==> src/rtl/aux_div_pkg.sv <==
package aux_div_pkg;
  localparam int unsigned AD_REG_W   = 32;
  localparam int unsigned AD_DIV_W   = 6;
  localparam int unsigned AD_DIV_LSB = 16;
  localparam int unsigned AD_EN_BIT  = 31;

  // Output drive decision for one cycle of the divider.
  typedef struct packed {
    logic clk_hi;
    logic tick;
  } ad_out_t;
endpackage

==> src/rtl/aux_div_cfg_reg.sv <==
module aux_div_cfg_reg
  import aux_div_pkg::*;
#(
  parameter int unsigned REG_W   = AD_REG_W,
  parameter int unsigned DIV_W   = AD_DIV_W,
  parameter int unsigned DIV_LSB = AD_DIV_LSB,
  parameter int unsigned EN_BIT  = AD_EN_BIT
) (
  input  logic               clk,
  input  logic               rst,
  input  logic               wr_en,
  input  logic [REG_W/8-1:0] wr_be,
  input  logic [REG_W-1:0]   wr_data,
  input  logic               rd_en,
  output logic [REG_W-1:0]   rd_data,
  output logic               cfg_en,
  output logic [DIV_W-1:0]   cfg_div
);
  localparam int unsigned BE_W = REG_W / 8;
  localparam logic [REG_W-1:0] EN_MASK  = REG_W'(1) << EN_BIT;
  localparam logic [REG_W-1:0] DIV_MASK = ((REG_W'(1) << DIV_W) - REG_W'(1)) << DIV_LSB;

  logic [REG_W-1:0] word_q;
  logic [REG_W-1:0] word_d;
  logic             full_word;

  // Only a write that drives every byte lane may touch the word.
  assign full_word = wr_en && (wr_be == {BE_W{1'b1}});

  // The ratio field follows the bus only when the enable held before
  // this write is set; reserved bits are masked to zero on every load.
  always_comb begin
    word_d = word_q;
    if (full_word) begin
      word_d = (wr_data & EN_MASK)
             | ((cfg_en ? wr_data : word_q) & DIV_MASK);
    end
  end

  always_ff @(posedge clk) begin
    if (rst) begin
      word_q  <= '0;
      rd_data <= '0;
    end else begin
      word_q <= word_d;
      if (rd_en) begin
        rd_data <= word_q;
      end
    end
  end

  assign cfg_en  = word_q[EN_BIT];
  assign cfg_div = word_q[DIV_LSB +: DIV_W];
endmodule

==> src/rtl/aux_div_duty.sv <==
module aux_div_duty
  import aux_div_pkg::*;
#(
  parameter int unsigned DIV_W = AD_DIV_W
) (
  input  logic             wrap,
  input  logic [DIV_W-1:0] act_div,
  input  logic [DIV_W-1:0] nxt_cnt,
  output ad_out_t          drive
);
  localparam int unsigned HW = DIV_W + 1;

  logic [HW-1:0] high_len;

  // The high phase is ceil((act_div + 1) / 2) cycles long.
  assign high_len = (HW'(act_div) + HW'(2)) >> 1;

  always_comb begin
    if (wrap) begin
      drive.clk_hi = 1'b1;
      drive.tick   = 1'b1;
    end else begin
      drive.clk_hi = HW'(nxt_cnt) < high_len;
      drive.tick   = 1'b0;
    end
  end
endmodule

==> src/rtl/aux_div_counter.sv <==
module aux_div_counter
  import aux_div_pkg::*;
#(
  parameter int unsigned DIV_W = AD_DIV_W
) (
  input  logic             clk,
  input  logic             rst,
  input  logic             enable,
  input  logic [DIV_W-1:0] div_in,
  output logic             div_clk,
  output logic             div_tick
);
  logic             run_q;
  logic [DIV_W-1:0] cnt_q;
  logic [DIV_W-1:0] act_q;
  logic [DIV_W-1:0] nxt_cnt;
  logic             wrap;
  ad_out_t          drive;

  // A period ends when the count reaches the ratio latched at its start.
  assign wrap    = !run_q || (cnt_q == act_q);
  assign nxt_cnt = cnt_q + DIV_W'(1);

  aux_div_duty #(.DIV_W(DIV_W)) u_duty (
    .wrap    (wrap),
    .act_div (act_q),
    .nxt_cnt (nxt_cnt),
    .drive   (drive)
  );

  always_ff @(posedge clk) begin
    if (rst) begin
      run_q    <= 1'b0;
      cnt_q    <= '0;
      act_q    <= '0;
      div_clk  <= 1'b0;
      div_tick <= 1'b0;
    end else if (!enable) begin
      run_q    <= 1'b0;
      cnt_q    <= '0;
      div_clk  <= 1'b0;
      div_tick <= 1'b0;
    end else begin
      run_q    <= 1'b1;
      div_clk  <= drive.clk_hi;
      div_tick <= drive.tick;
      if (wrap) begin
        cnt_q <= '0;
        act_q <= div_in;
      end else begin
        cnt_q <= nxt_cnt;
      end
    end
  end
endmodule

==> src/rtl/aux_clk_div.sv <==
module aux_clk_div
  import aux_div_pkg::*;
#(
  parameter int unsigned REG_W   = AD_REG_W,
  parameter int unsigned DIV_W   = AD_DIV_W,
  parameter int unsigned DIV_LSB = AD_DIV_LSB,
  parameter int unsigned EN_BIT  = AD_EN_BIT
) (
  input  logic               clk,
  input  logic               rst,
  input  logic               wr_en,
  input  logic [REG_W/8-1:0] wr_be,
  input  logic [REG_W-1:0]   wr_data,
  input  logic               rd_en,
  output logic [REG_W-1:0]   rd_data,
  output logic               div_clk,
  output logic               div_tick
);
  logic             cfg_en;
  logic [DIV_W-1:0] cfg_div;

  aux_div_cfg_reg #(
    .REG_W   (REG_W),
    .DIV_W   (DIV_W),
    .DIV_LSB (DIV_LSB),
    .EN_BIT  (EN_BIT)
  ) u_cfg (
    .clk     (clk),
    .rst     (rst),
    .wr_en   (wr_en),
    .wr_be   (wr_be),
    .wr_data (wr_data),
    .rd_en   (rd_en),
    .rd_data (rd_data),
    .cfg_en  (cfg_en),
    .cfg_div (cfg_div)
  );

  aux_div_counter #(.DIV_W(DIV_W)) u_cnt (
    .clk      (clk),
    .rst      (rst),
    .enable   (cfg_en),
    .div_in   (cfg_div),
    .div_clk  (div_clk),
    .div_tick (div_tick)
  );
endmodule

==> config.mk <==
export PLATFORM = sky130hd
export DESIGN_NAME = aux_clk_div
export DESIGN_NICKNAME = d
export VERILOG_FILES = /design/src/rtl/aux_div_pkg.sv /design/src/rtl/aux_div_cfg_reg.sv /design/src/rtl/aux_div_duty.sv /design/src/rtl/aux_div_counter.sv /design/src/rtl/aux_clk_div.sv
export SDC_FILE = /design/constraint.sdc
export NUM_CORES = 1
export LEC_CHECK = 0
export BUFFER_PORTS_ARGS = -buffer_cell sky130_fd_sc_hd__buf_4
export CORE_MARGIN = 10
export CORE_UTILIZATION = 45
export CTS_CLUSTER_DIAMETER = 40
export CTS_CLUSTER_SIZE = 40
export DETAILED_ROUTE_END_ITERATION = 12
export HOLD_SLACK_MARGIN = 0.05
export PLACE_DENSITY = 0.82
export SYNTH_ARGS = -nofsm -noshare
export SYNTH_HDL_FRONTEND = slang
export SYNTH_SLANG_ARGS = --single-unit
==> constraint.sdc <==
create_clock -name clk -period 2 [get_ports clk]
set_clock_uncertainty 0.05 [all_clocks]
set_input_delay 0.2 -clock clk [delete_from_list [all_inputs] [get_ports clk]]
set_output_delay 0.2 -clock clk [all_outputs]
set_load 0.01 [all_outputs]
==> run_summary.xml, run 1 <==
<?xml version="1.0" encoding="UTF-8"?>
<metrics>
  <group name="critical_path">
    <metric name="critical_path_class" unit="">reg -&gt; reg</metric>
    <metric name="critical_path.reg2reg.endpoint" unit="">u_cnt.div_clk</metric>
    <metric name="timing.critical_path.to_type" unit="">register</metric>
    <metric name="r2r-start" unit="">u_cnt.act_q[2]</metric>
    <metric name="cp_data_required_time" unit="ps">2210</metric>
    <metric name="rrSetupSlack" unit="ps">90</metric>
    <metric name="path_max_fanout" unit="">5</metric>
    <metric name="r2r.worst_path.cells" unit="">8</metric>
    <metric name="arrival" unit="ps">2120</metric>
    <metric name="startpoint_type" unit="">register</metric>
  </group>
  <group name="pwr">
    <metric name="p_sw_share" unit="%">22.9</metric>
    <metric name="internal_power" unit="uW">775</metric>
    <metric name="powerDensity" unit="nW/um2">569</metric>
    <metric name="power.static_leakage" unit="uW">0.000862</metric>
    <metric name="combPwrFrac" unit="%">7.3</metric>
    <metric name="clockPowerShare" unit="%">35.1</metric>
    <metric name="vdd.ir_drop.worst" unit="V">0.000444</metric>
    <metric name="power.switching" unit="uW">230</metric>
    <metric name="power_frac_seq" unit="%">57.6</metric>
  </group>
  <group name="placement">
    <metric name="gp_congestion" unit="">0.846</metric>
    <metric name="buffer_ports.inserted" unit="">23</metric>
    <metric name="dpl.hpwl" unit="um">2150</metric>
  </group>
  <group name="die">
    <metric name="dieWidth" unit="um">78.6</metric>
    <metric name="count_of_boundary_i_o_pins" unit="">74</metric>
    <metric name="effective_utilization_at_floorplan" unit="%">46.3</metric>
    <metric name="die_h" unit="um">78.6</metric>
    <metric name="num_rows" unit="">21</metric>
    <metric name="placeable_core_region" unit="um2">3340</metric>
    <metric name="die_area" unit="um2">6180</metric>
  </group>
  <group name="clock_network">
    <metric name="worst_setup_hold_path_clk_slew" unit="ps">90</metric>
    <metric name="worstSkewPairLatency" unit="ps">330</metric>
    <metric name="tritoncts" unit="">done</metric>
    <metric name="clock_tree.buffer_depth" unit="">2</metric>
    <metric name="cts_root_buf" unit="">clkbuf_4</metric>
    <metric name="clk_sinks" unit="">29</metric>
    <metric name="cts_buffers" unit="">5</metric>
    <metric name="cts_max_level" unit="">2</metric>
  </group>
  <group name="timing">
    <metric name="period_share" unit="%">95.3</metric>
    <metric name="timing.final.setup_violations" unit="">0</metric>
    <metric name="setup_tns" unit="ps">0</metric>
    <metric name="drv_slew" unit="">0</metric>
    <metric name="setup_repair_after_global_routing_missed_its_margin" unit="">false</metric>
    <metric name="final_hold_viol_count" unit="">0</metric>
    <metric name="finalCriticalPeriod" unit="ps">1910</metric>
    <metric name="fmax" unit="GHz">0.525</metric>
  </group>
  <group name="detailed_routing">
    <metric name="drt_drc_violations_left" unit="">0</metric>
    <metric name="detail_route.wirelength" unit="um">2780</metric>
    <metric name="vias_per_inst" unit="">4.53</metric>
    <metric name="vias" unit="">1078</metric>
    <metric name="drt_first_iter_violations" unit="">25</metric>
    <metric name="postRouteAntennaNets" unit="">0</metric>
    <metric name="wl_per_cell" unit="um">11.7</metric>
    <metric name="detailedRoute.firstPassIterationCount" unit="">3</metric>
  </group>
  <group name="run">
    <metric name="cap_viol_max_count" unit="">0</metric>
  </group>
  <group name="yosys">
    <metric name="netlist_area" unit="um2">1550</metric>
    <metric name="synthDistinctLibCells" unit="">28</metric>
    <metric name="avg_cell_area_syn" unit="um2">9.48</metric>
    <metric name="yosysWarnings" unit="">0</metric>
    <metric name="ys_seq_area_share" unit="%">37.6</metric>
    <metric name="yosys_register_bits" unit="">29</metric>
    <metric name="post_synth_inst_count" unit="">163</metric>
  </group>
  <group name="layout">
    <metric name="layout_filler_cell_count" unit="">326</metric>
    <metric name="synthToLayoutAreaGrowth" unit="%">14.3</metric>
    <metric name="final_net_count" unit="">239</metric>
    <metric name="antenna_cells_inserted" unit="">0</metric>
    <metric name="layout.cells.most_common" unit="">dfxtp_1</metric>
    <metric name="commonest_non_fill_non_tap_cells_in_the_layout" unit="">29 x dfxtp_1, 25 x conb_1, 25 x buf_4</metric>
    <metric name="final_layout_size_suffix_gt1_share" unit="%">17.7</metric>
    <metric name="share_of_the_core_filled_with_cells_in_the_final_layout" unit="%">52.9</metric>
  </group>
  <group name="global_routing">
    <metric name="grt.overflow.total" unit="">0</metric>
    <metric name="wire_length_of_the_first_global_routing_pass" unit="um">4550</metric>
    <metric name="maximum_number_of_pins_on_one_net_before_global_route_repair" unit="">30</metric>
    <metric name="grt.total_usage" unit="%">9.25</metric>
    <metric name="grt_pass1_vias" unit="">982</metric>
    <metric name="grt_antenna_before_repair" unit="">0</metric>
  </group>
  <group name="min_path">
    <metric name="hold_end" unit="">u_cfg.word_q[16]</metric>
    <metric name="hold_path_cell_cnt" unit="">3</metric>
    <metric name="hold_path.class" unit="">in -&gt; reg</metric>
    <metric name="origin_of_the_worst_min_delay_path" unit="">wr_data[16]</metric>
  </group>
  <group name="status">
    <metric name="status" unit="">finished, final reports clean</metric>
  </group>
</metrics>
-- layer usage --
layer	GRT usage (%)	vias up	wire length, um
li1	-	546	-
met1	10.4	494	1210
met2	12.9	32	1250
met3	5.58	6	246
met4	5.91	0	73
met5	0	-	0
-- cells by family after synthesis --
family | Yosys count | synth area share (%)
AND/OR/NAND/NOR | 51 | 17.6
buffers and inverters | 33 | 14.6
flip-flops | 29 | 37.6
multiplexers | 20 | 13.0
XOR/XNOR | 13 | 7.37
AO/OA/AOI/OAI | 9 | 4.05
adder cells (fa/ha/maj) | 7 | 5.67
other | 1 | 0.243
-- power groups by stage --
stage | Sequential [uW] | Clock [uW] | Combinational, uW
after floorplan | 592 | 0 | 78.5
after global placement | 592 | 0 | 64.3
after detailed placement | 592 | 0 | 65.0
after CTS | 579 | 367 | 71.3
after global routing | 579 | 394 | 80.3
final | 579 | 353 | 73.3
-- critical path, stage by stage (launching register included) --
cell and delay (ps):
dfxtp_1 430, ha_1 220, nand3_1 100, xor2_1 160
ha_1 300, a21o_1 180, a21oi_1 120, o21ai_0 130
a21oi_1 160
-- per-stage QoR --
stage               total power (uW)  std cells  hold slack [ps]  setup WS (ps)  instance area (um2)
floorplan                        671        187              233            283                 1640
global placement                 657        227              380            133                 1660
detailed placement               657        227              387            125                 1660
CTS                             1020        238             50.1            102                 1760
global route                    1050        238             72.8           12.6                 1770
finish                          1010        238             57.6           94.2                 1770
-- sequential cells by signal, indices dropped and copies added, names as in the netlist --
signal / count
u_cnt.cnt_q: 6
u_cfg.rd_data: 7
u_cfg.word_q: 7
u_cnt.act_q: 6
u_cnt.div_clk: 1
u_cnt.div_tick: 1
u_cnt.run_q: 1
-- cell usage after synthesis (all sizes together) --
master | number | area share [%]
dfxtp | 29 | 38
buf | 27 | 13
mux2i | 20 | 13
nor2 | 18 | 4.4
nand2b | 12 | 4.9
xor2 | 9 | 5.1
ha | 7 | 5.7
nand3 | 7 | 2.3
nor2b | 6 | 2.4
clkbuf | 4 | 0.97
xnor2 | 4 | 2.3
and3 | 3 | 1.2
a21o | 2 | 1.1
a21oi | 2 | 0.65
inv | 2 | 0.49
or2b | 2 | 0.97
a211oi | 1 | 0.49
a31o | 1 | 0.57
a31oi | 1 | 0.41
conb | 1 | 0.24
nand2 | 1 | 0.24
nand4 | 1 | 0.41
nor4 | 1 | 0.81
o2111ai | 1 | 0.57
o21ai | 1 | 0.32
-- worst max-delay path by stage --
stage                   start             to  slack [ps]
2_1_floorplan  u_cnt.cnt_q[0]  u_cnt.div_clk         280
3_3_place_gp   u_cnt.act_q[2]  u_cnt.div_clk         130
3_5_place_dp   u_cnt.act_q[2]  u_cnt.div_clk         130
4_1_cts        u_cnt.act_q[2]  u_cnt.div_clk         100
5_1_grt        u_cnt.cnt_q[1]  u_cnt.div_clk          10
6_report       u_cnt.act_q[2]  u_cnt.div_clk          90
-- repair_timing --
action / in CTS / in global routing
hold endpoints to repair: 4 / 0
gates resized for setup: 0 / 1
endpoints found under the setup margin: 0 / 1
hold buffers: 4 / 0
setup buffers: 0 / 0
-- layout make-up --
| cell class | count | area, um2 | share of cell area, % |
|---|---|---|---|
| multi-input combinational | 125 | 837 | 47.4 |
| sequential | 29 | 581 | 32.9 |
| timing repair buffer | 29 | 228 | 12.9 |
| tap | 46 | 57.6 | 3.26 |
| clock buffer | 7 | 55.1 | 3.12 |
| inverter | 2 | 7.51 | 0.425 |
No activity file was read; power rests on OpenSTA's default activity.
==> inputs of run 2 (changes only) <==
- CTS_BUF_LIST: not set -> sky130_fd_sc_hd__clkbuf_2
==> run 2 against run 1 <==
Net effect:
- core utilization rose by 0.26 points
- fmax fell by 0.68%
- wire length rose by 1.3%
- first-iteration DRC count rose by 4.0%
- critical path type unchanged
- critical endpoint unchanged
- largest power group unchanged
==> run_summary.xml, run 2 (synthesis results as in run 1) <==
<?xml version="1.0" encoding="UTF-8"?>
<metrics>
  <group name="status">
    <metric name="status" unit="">finished, final reports clean</metric>
  </group>
  <group name="global_routing">
    <metric name="grt_pass1_vias" unit="">1008</metric>
    <metric name="grt.overflow.total" unit="">0</metric>
    <metric name="grt.total_usage" unit="%">9.27</metric>
    <metric name="grt_antenna_before_repair" unit="">0</metric>
    <metric name="wire_length_of_the_first_global_routing_pass" unit="um">4610</metric>
    <metric name="maximum_number_of_pins_on_one_net_before_global_route_repair" unit="">30</metric>
  </group>
  <group name="layout">
    <metric name="finish.instance_area" unit="um2">1770</metric>
    <metric name="antenna_cells_inserted" unit="">0</metric>
    <metric name="final_layout_size_suffix_gt1_share" unit="%">17.4</metric>
    <metric name="layout_filler_cell_count" unit="">321</metric>
    <metric name="leading_registers_by_flop_count" unit="">u_cfg.rd_data (7), u_cfg.word_q (7)</metric>
    <metric name="commonest_non_fill_non_tap_cells_in_the_layout" unit="">29 x dfxtp_1, 25 x conb_1, 25 x buf_4</metric>
    <metric name="synthToLayoutAreaGrowth" unit="%">14.8</metric>
    <metric name="layout.cells.most_common" unit="">dfxtp_1</metric>
    <metric name="final_net_count" unit="">242</metric>
  </group>
  <group name="pwr">
    <metric name="power.static_leakage" unit="uW">0.000870</metric>
    <metric name="powerDensity" unit="nW/um2">522</metric>
    <metric name="vdd.ir_drop.worst" unit="V">0.000405</metric>
  </group>
  <group name="timing">
    <metric name="timing.final.setup_violations" unit="">0</metric>
    <metric name="finalCriticalPeriod" unit="ps">1920</metric>
    <metric name="final_hold_viol_count" unit="">0</metric>
    <metric name="setup_repair_after_global_routing_missed_its_margin" unit="">false</metric>
    <metric name="setup_tns" unit="ps">0</metric>
    <metric name="period_share" unit="%">95.9</metric>
    <metric name="drv_slew" unit="">0</metric>
    <metric name="fmax" unit="GHz">0.521</metric>
  </group>
  <group name="detailed_routing">
    <metric name="vias_per_inst" unit="">4.58</metric>
    <metric name="detailedRoute.firstPassIterationCount" unit="">4</metric>
    <metric name="vias" unit="">1103</metric>
    <metric name="detail_route.wirelength" unit="um">2810</metric>
    <metric name="drt_first_iter_violations" unit="">26</metric>
    <metric name="wl_per_cell" unit="um">11.7</metric>
    <metric name="drt_drc_violations_left" unit="">0</metric>
    <metric name="postRouteAntennaNets" unit="">0</metric>
  </group>
  <group name="clock_network">
    <metric name="worst_setup_hold_path_clk_slew" unit="ps">140</metric>
    <metric name="post-cts-setup-buffer-count" unit="">0</metric>
    <metric name="worstSkewPairLatency" unit="ps">360</metric>
    <metric name="cts_max_level" unit="">2</metric>
    <metric name="tritoncts" unit="">done</metric>
    <metric name="cts_root_buf" unit="">clkbuf_2</metric>
    <metric name="clk_sinks" unit="">29</metric>
    <metric name="cts_buffers" unit="">5</metric>
    <metric name="clock_tree.buffer_depth" unit="">2</metric>
  </group>
  <group name="critical_path">
    <metric name="startpoint_type" unit="">register</metric>
    <metric name="timing.critical_path.to_type" unit="">register</metric>
    <metric name="critical_path_class" unit="">reg -&gt; reg</metric>
    <metric name="timing.critical_path.from" unit="">u_cnt.act_q[2]</metric>
    <metric name="r2r-start" unit="">u_cnt.act_q[2]</metric>
    <metric name="path_max_fanout" unit="">5</metric>
    <metric name="arrival" unit="ps">2160</metric>
    <metric name="cell_at_the_slowest_stage_of_the_critical_path" unit="">dfxtp_1</metric>
    <metric name="crit_path_cell_trace" unit="">ha_1 -&gt; nand3_1 -&gt; xor2_1 -&gt; ha_1 -&gt; a21o_1 -&gt; a21oi_1 -&gt; o21ai_0 -&gt; a21oi_1</metric>
    <metric name="max_stage_delay" unit="ps">450</metric>
    <metric name="cp_data_required_time" unit="ps">2240</metric>
  </group>
  <group name="placement">
    <metric name="dpl_cell_area" unit="um2">1660</metric>
    <metric name="dpl.hpwl" unit="um">2150</metric>
    <metric name="gp_congestion" unit="">0.846</metric>
    <metric name="buffer_ports.inserted" unit="">23</metric>
  </group>
  <group name="die">
    <metric name="num_rows" unit="">21</metric>
    <metric name="effective_utilization_at_floorplan" unit="%">46.3</metric>
    <metric name="die_h" unit="um">78.6</metric>
    <metric name="placeable_core_region" unit="um2">3340</metric>
    <metric name="count_of_boundary_i_o_pins" unit="">74</metric>
    <metric name="die_area" unit="um2">6180</metric>
    <metric name="dieWidth" unit="um">78.6</metric>
  </group>
  <group name="min_path">
    <metric name="hold_path.class" unit="">in -&gt; reg</metric>
    <metric name="origin_of_the_worst_min_delay_path" unit="">rst</metric>
  </group>
  <group name="run">
    <metric name="cap_viol_max_count" unit="">0</metric>
  </group>
</metrics>
run 2: path summary, 6_finish.rpt:
path,depth (start not counted),slack [ps],end
worst max-delay path,8,80,u_cnt.div_clk
worst min-delay path,2,130,u_cfg.word_q[31]
worst max register to register,8,80,u_cnt.div_clk
worst min register to register,2,440,u_cnt.act_q[4]
run 2: layer usage:
layer  wire [um]  GRT usage, %  vias to the layer above
li1            -             -                      555
met1        1190          10.1                      508
met2        1330          14.1                       33
met3         227          4.67                        7
met4          74          5.91                        0
met5           0             0                        -
run 2: report_power, final:
part           switching (uW)  leakage (uW)  total [uW]  internal (uW)
Combinational            42.6      0.000610        78.1           35.5
Clock                     187     0.0000265         269           81.4
Sequential              0.810      0.000234         580            579
Total                     231      0.000870         926            696
run 2: worst max-delay path: cells and delay by family, from the launching register on:
| kind | cells | cell delay [ps] |
|---|---|---|
| compound gates | 4 | 590 |
| fa+ha+maj | 2 | 520 |
| flops | 1 | 450 |
| xor+xnor | 1 | 160 |
| simple gates | 1 | 100 |
run 2: layout make-up:
| class | count | area [um2] | share of cell area [%] |
|---|---|---|---|
| multi-input combinational | 125 | 837 | 47.2 |
| sequential | 29 | 581 | 32.7 |
| timing repair buffer | 32 | 258 | 14.5 |
| tap | 46 | 57.6 | 3.24 |
| clock buffer | 6 | 30.0 | 1.69 |
| inverter | 2 | 7.51 | 0.423 |
| clock inverter | 1 | 3.75 | 0.212 |
run 2: timing repair:
item,in CTS,in global routing
resized for setup,0,1
hold endpoints to repair,7,0
hold buffers,7,0
endpoints found under the setup margin,0,1
run 2: stage by stage:
step / setup slack, ps / cells / total power [uW] / hold WS, ps / util [%]
global placement: 133 / 227 / 657 / 380 / 49.8
CTS: 101 / 241 / 932 / 125 / 52.9
finish: 81.3 / 241 / 926 / 129 / 53.2
global route: 12.6 / 241 / 966 / 124 / 53.2
floorplan: 283 / 187 / 671 / 233 / -
detailed placement: 125 / 227 / 657 / 387 / 49.8
==> inputs of run 3 (changes only) <==
- CELL_PAD_IN_SITES_DETAIL_PLACEMENT: not set -> 0
- CELL_PAD_IN_SITES_GLOBAL_PLACEMENT: not set -> 2
- CORE_UTILIZATION: 45 -> 27
- PLACE_DENSITY: 0.82 -> 0.86
- SKIP_CTS_REPAIR_TIMING: not set -> 1
==> run 3 against run 2 <==
Net effect:
- clock-buffer cell count fell by 1
- wire length increased by 6.9%
- sequential share of layout area is 1.2 points lower
- critical path depth is the same
- sequential cell count unchanged
- cell area grew 4.2%
- hold slack lost 3.3 ps
- core utilization decreased by 20 points
- sequential power about the same
- total power up 16%
- highest routed layer unchanged
- cell count increased by 12%
- register-to-register slack improved by 80 ps
==> run_summary.xml, run 3 (synthesis results as in run 1) <==
<?xml version="1.0" encoding="UTF-8"?>
<metrics>
  <group name="placement">
    <metric name="gp_congestion" unit="">0.767</metric>
    <metric name="buffer_ports.inserted" unit="">23</metric>
    <metric name="dpl.hpwl" unit="um">2370</metric>
  </group>
  <group name="clock_network">
    <metric name="clock_tree.buffer_depth" unit="">2</metric>
    <metric name="cts_root_buf" unit="">clkbuf_2</metric>
    <metric name="cts_max_level" unit="">2</metric>
    <metric name="worstSkewPairLatency" unit="ps">360</metric>
    <metric name="worst_setup_hold_path_clk_slew" unit="ps">160</metric>
    <metric name="tritoncts" unit="">done</metric>
    <metric name="cts_buffers" unit="">5</metric>
    <metric name="clk_sinks" unit="">29</metric>
  </group>
  <group name="critical_path">
    <metric name="timing.critical_path.to_type" unit="">register</metric>
    <metric name="rrSetupSlack" unit="ps">160</metric>
    <metric name="critical_path.reg2reg.endpoint" unit="">u_cnt.div_clk</metric>
    <metric name="cp_data_required_time" unit="ps">2260</metric>
    <metric name="arrival" unit="ps">2090</metric>
    <metric name="path_max_fanout" unit="">4</metric>
    <metric name="r2r.worst_path.cells" unit="">8</metric>
    <metric name="critical_path_class" unit="">reg -&gt; reg</metric>
    <metric name="r2r-start" unit="">u_cnt.cnt_q[0]</metric>
    <metric name="startpoint_type" unit="">register</metric>
  </group>
  <group name="min_path">
    <metric name="origin_of_the_worst_min_delay_path" unit="">rd_en</metric>
    <metric name="hold_end" unit="">u_cfg.rd_data[20]</metric>
    <metric name="hold_path.class" unit="">in -&gt; reg</metric>
    <metric name="hold_path_cell_cnt" unit="">3</metric>
  </group>
  <group name="detailed_routing">
    <metric name="detail_route.wirelength" unit="um">3010</metric>
    <metric name="vias_per_inst" unit="">4.00</metric>
    <metric name="detailedRoute.firstPassIterationCount" unit="">3</metric>
    <metric name="postRouteAntennaNets" unit="">0</metric>
    <metric name="vias" unit="">1079</metric>
    <metric name="wl_per_cell" unit="um">11.1</metric>
    <metric name="drt_first_iter_violations" unit="">33</metric>
    <metric name="drt_drc_violations_left" unit="">0</metric>
  </group>
  <group name="pwr">
    <metric name="clockPowerShare" unit="%">38.7</metric>
    <metric name="power_frac_seq" unit="%">54.0</metric>
    <metric name="vdd.ir_drop.worst" unit="V">0.000335</metric>
    <metric name="combPwrFrac" unit="%">7.3</metric>
    <metric name="powerDensity" unit="nW/um2">581</metric>
    <metric name="p_sw_share" unit="%">23.5</metric>
    <metric name="internal_power" unit="uW">822</metric>
    <metric name="power.switching" unit="uW">253</metric>
    <metric name="p_total" unit="uW">1070</metric>
    <metric name="power.static_leakage" unit="uW">0.000883</metric>
  </group>
  <group name="global_routing">
    <metric name="maximum_number_of_pins_on_one_net_before_global_route_repair" unit="">30</metric>
    <metric name="grt.total_usage" unit="%">6.74</metric>
    <metric name="grt.overflow.total" unit="">0</metric>
    <metric name="grt_pass1_vias" unit="">1079</metric>
    <metric name="wire_length_of_the_first_global_routing_pass" unit="um">4840</metric>
    <metric name="grt_antenna_before_repair" unit="">0</metric>
  </group>
  <group name="layout">
    <metric name="final_layout_size_suffix_gt1_share" unit="%">19.2</metric>
    <metric name="multiInputGateArea" unit="um2">830</metric>
    <metric name="layout.area.seq" unit="um2">583</metric>
    <metric name="antenna_cells_inserted" unit="">0</metric>
    <metric name="layout_filler_cell_count" unit="">588</metric>
    <metric name="share_of_the_core_filled_with_cells_in_the_final_layout" unit="%">33.4</metric>
    <metric name="synthToLayoutAreaGrowth" unit="%">19.7</metric>
    <metric name="final_net_count" unit="">244</metric>
    <metric name="leading_registers_by_flop_count" unit="">u_cfg.rd_data (7), u_cfg.word_q (7)</metric>
    <metric name="commonest_non_fill_non_tap_cells_in_the_layout" unit="">27 x buf_4, 27 x dfxtp_1, 25 x conb_1</metric>
  </group>
  <group name="timing">
    <metric name="timing.final.setup_violations" unit="">0</metric>
    <metric name="drv_slew" unit="">0</metric>
    <metric name="finalCriticalPeriod" unit="ps">1840</metric>
    <metric name="period_share" unit="%">91.9</metric>
    <metric name="fmax" unit="GHz">0.544</metric>
    <metric name="final_hold_viol_count" unit="">0</metric>
    <metric name="setup_repair_after_global_routing_missed_its_margin" unit="">false</metric>
    <metric name="setup_tns" unit="ps">0</metric>
  </group>
  <group name="die">
    <metric name="die_h" unit="um">95.7</metric>
    <metric name="count_of_boundary_i_o_pins" unit="">74</metric>
    <metric name="num_rows" unit="">27</metric>
    <metric name="die_area" unit="um2">9150</metric>
    <metric name="dieWidth" unit="um">95.7</metric>
    <metric name="placeable_core_region" unit="um2">5540</metric>
    <metric name="effective_utilization_at_floorplan" unit="%">27.9</metric>
  </group>
  <group name="run">
    <metric name="cap_viol_max_count" unit="">0</metric>
  </group>
  <group name="status">
    <metric name="status" unit="">finished, final reports clean</metric>
  </group>
</metrics>
-- run 3: layout make-up --
| type | instances | area share (%) |
|---|---|---|
| timing repair buffer | 34 | 14.7 |
| tap | 72 | 4.87 |
| clock inverter | 3 | 2.23 |
| sequential | 29 | 31.5 |
| multi-input combinational | 125 | 44.9 |
| inverter | 2 | 0.406 |
| clock buffer | 5 | 1.35 |
-- run 3: power groups by stage --
stage | clock [uW] | sequential [uW] | combinational [uW]
floorplan | 0 | 592 | 78.5
global placement | 0 | 592 | 65.1
detailed placement | 0 | 592 | 65.5
CTS | 434 | 580 | 65.6
global route | 460 | 581 | 86.4
finish | 416 | 580 | 78.6
-- run 3: through the flow --
step,hold WS (ps),setup WS [ps],std cells,area (um2)
after detailed placement,387,116,255,1710
after global routing,106,18.0,270,1850
after global placement,379,99.5,255,1710
after CTS,-19.2,91.2,263,1780
final,125,162,270,1850
after floorplan,233,283,187,1640
-- run 3: worst max path at each step --
stage | from | to | depth (start not counted)
2_1_floorplan | u_cnt.cnt_q[0] | u_cnt.div_clk | 8
3_3_place_gp | u_cnt.cnt_q[1] | u_cnt.div_clk | 8
3_5_place_dp | u_cnt.cnt_q[1] | u_cnt.div_clk | 8
4_1_cts | u_cnt.cnt_q[0] | u_cnt.div_clk | 8
5_1_grt | u_cnt.cnt_q[0] | u_cnt.div_clk | 8
6_report | u_cnt.cnt_q[0] | u_cnt.div_clk | 8
-- run 3: critical path, stage by stage (launching register included) --
cell     delay, ps
dfxtp_2        390
ha_1           180
nand3_1        100
xnor2_1        160
ha_1           310
a21o_1         180
a21oi_1        120
o21ai_0        140
a21oi_1        160
-- run 3: routing by layer --
metal  global-route usage [%]  wire length [um]  vias to the layer above
met1                     7.20              1300                      489
met5                        0                 0                        -
met4                     4.05                32                        0
met3                     2.20               151                        5
li1                         -                 -                      560
met2                     11.3              1520                       25
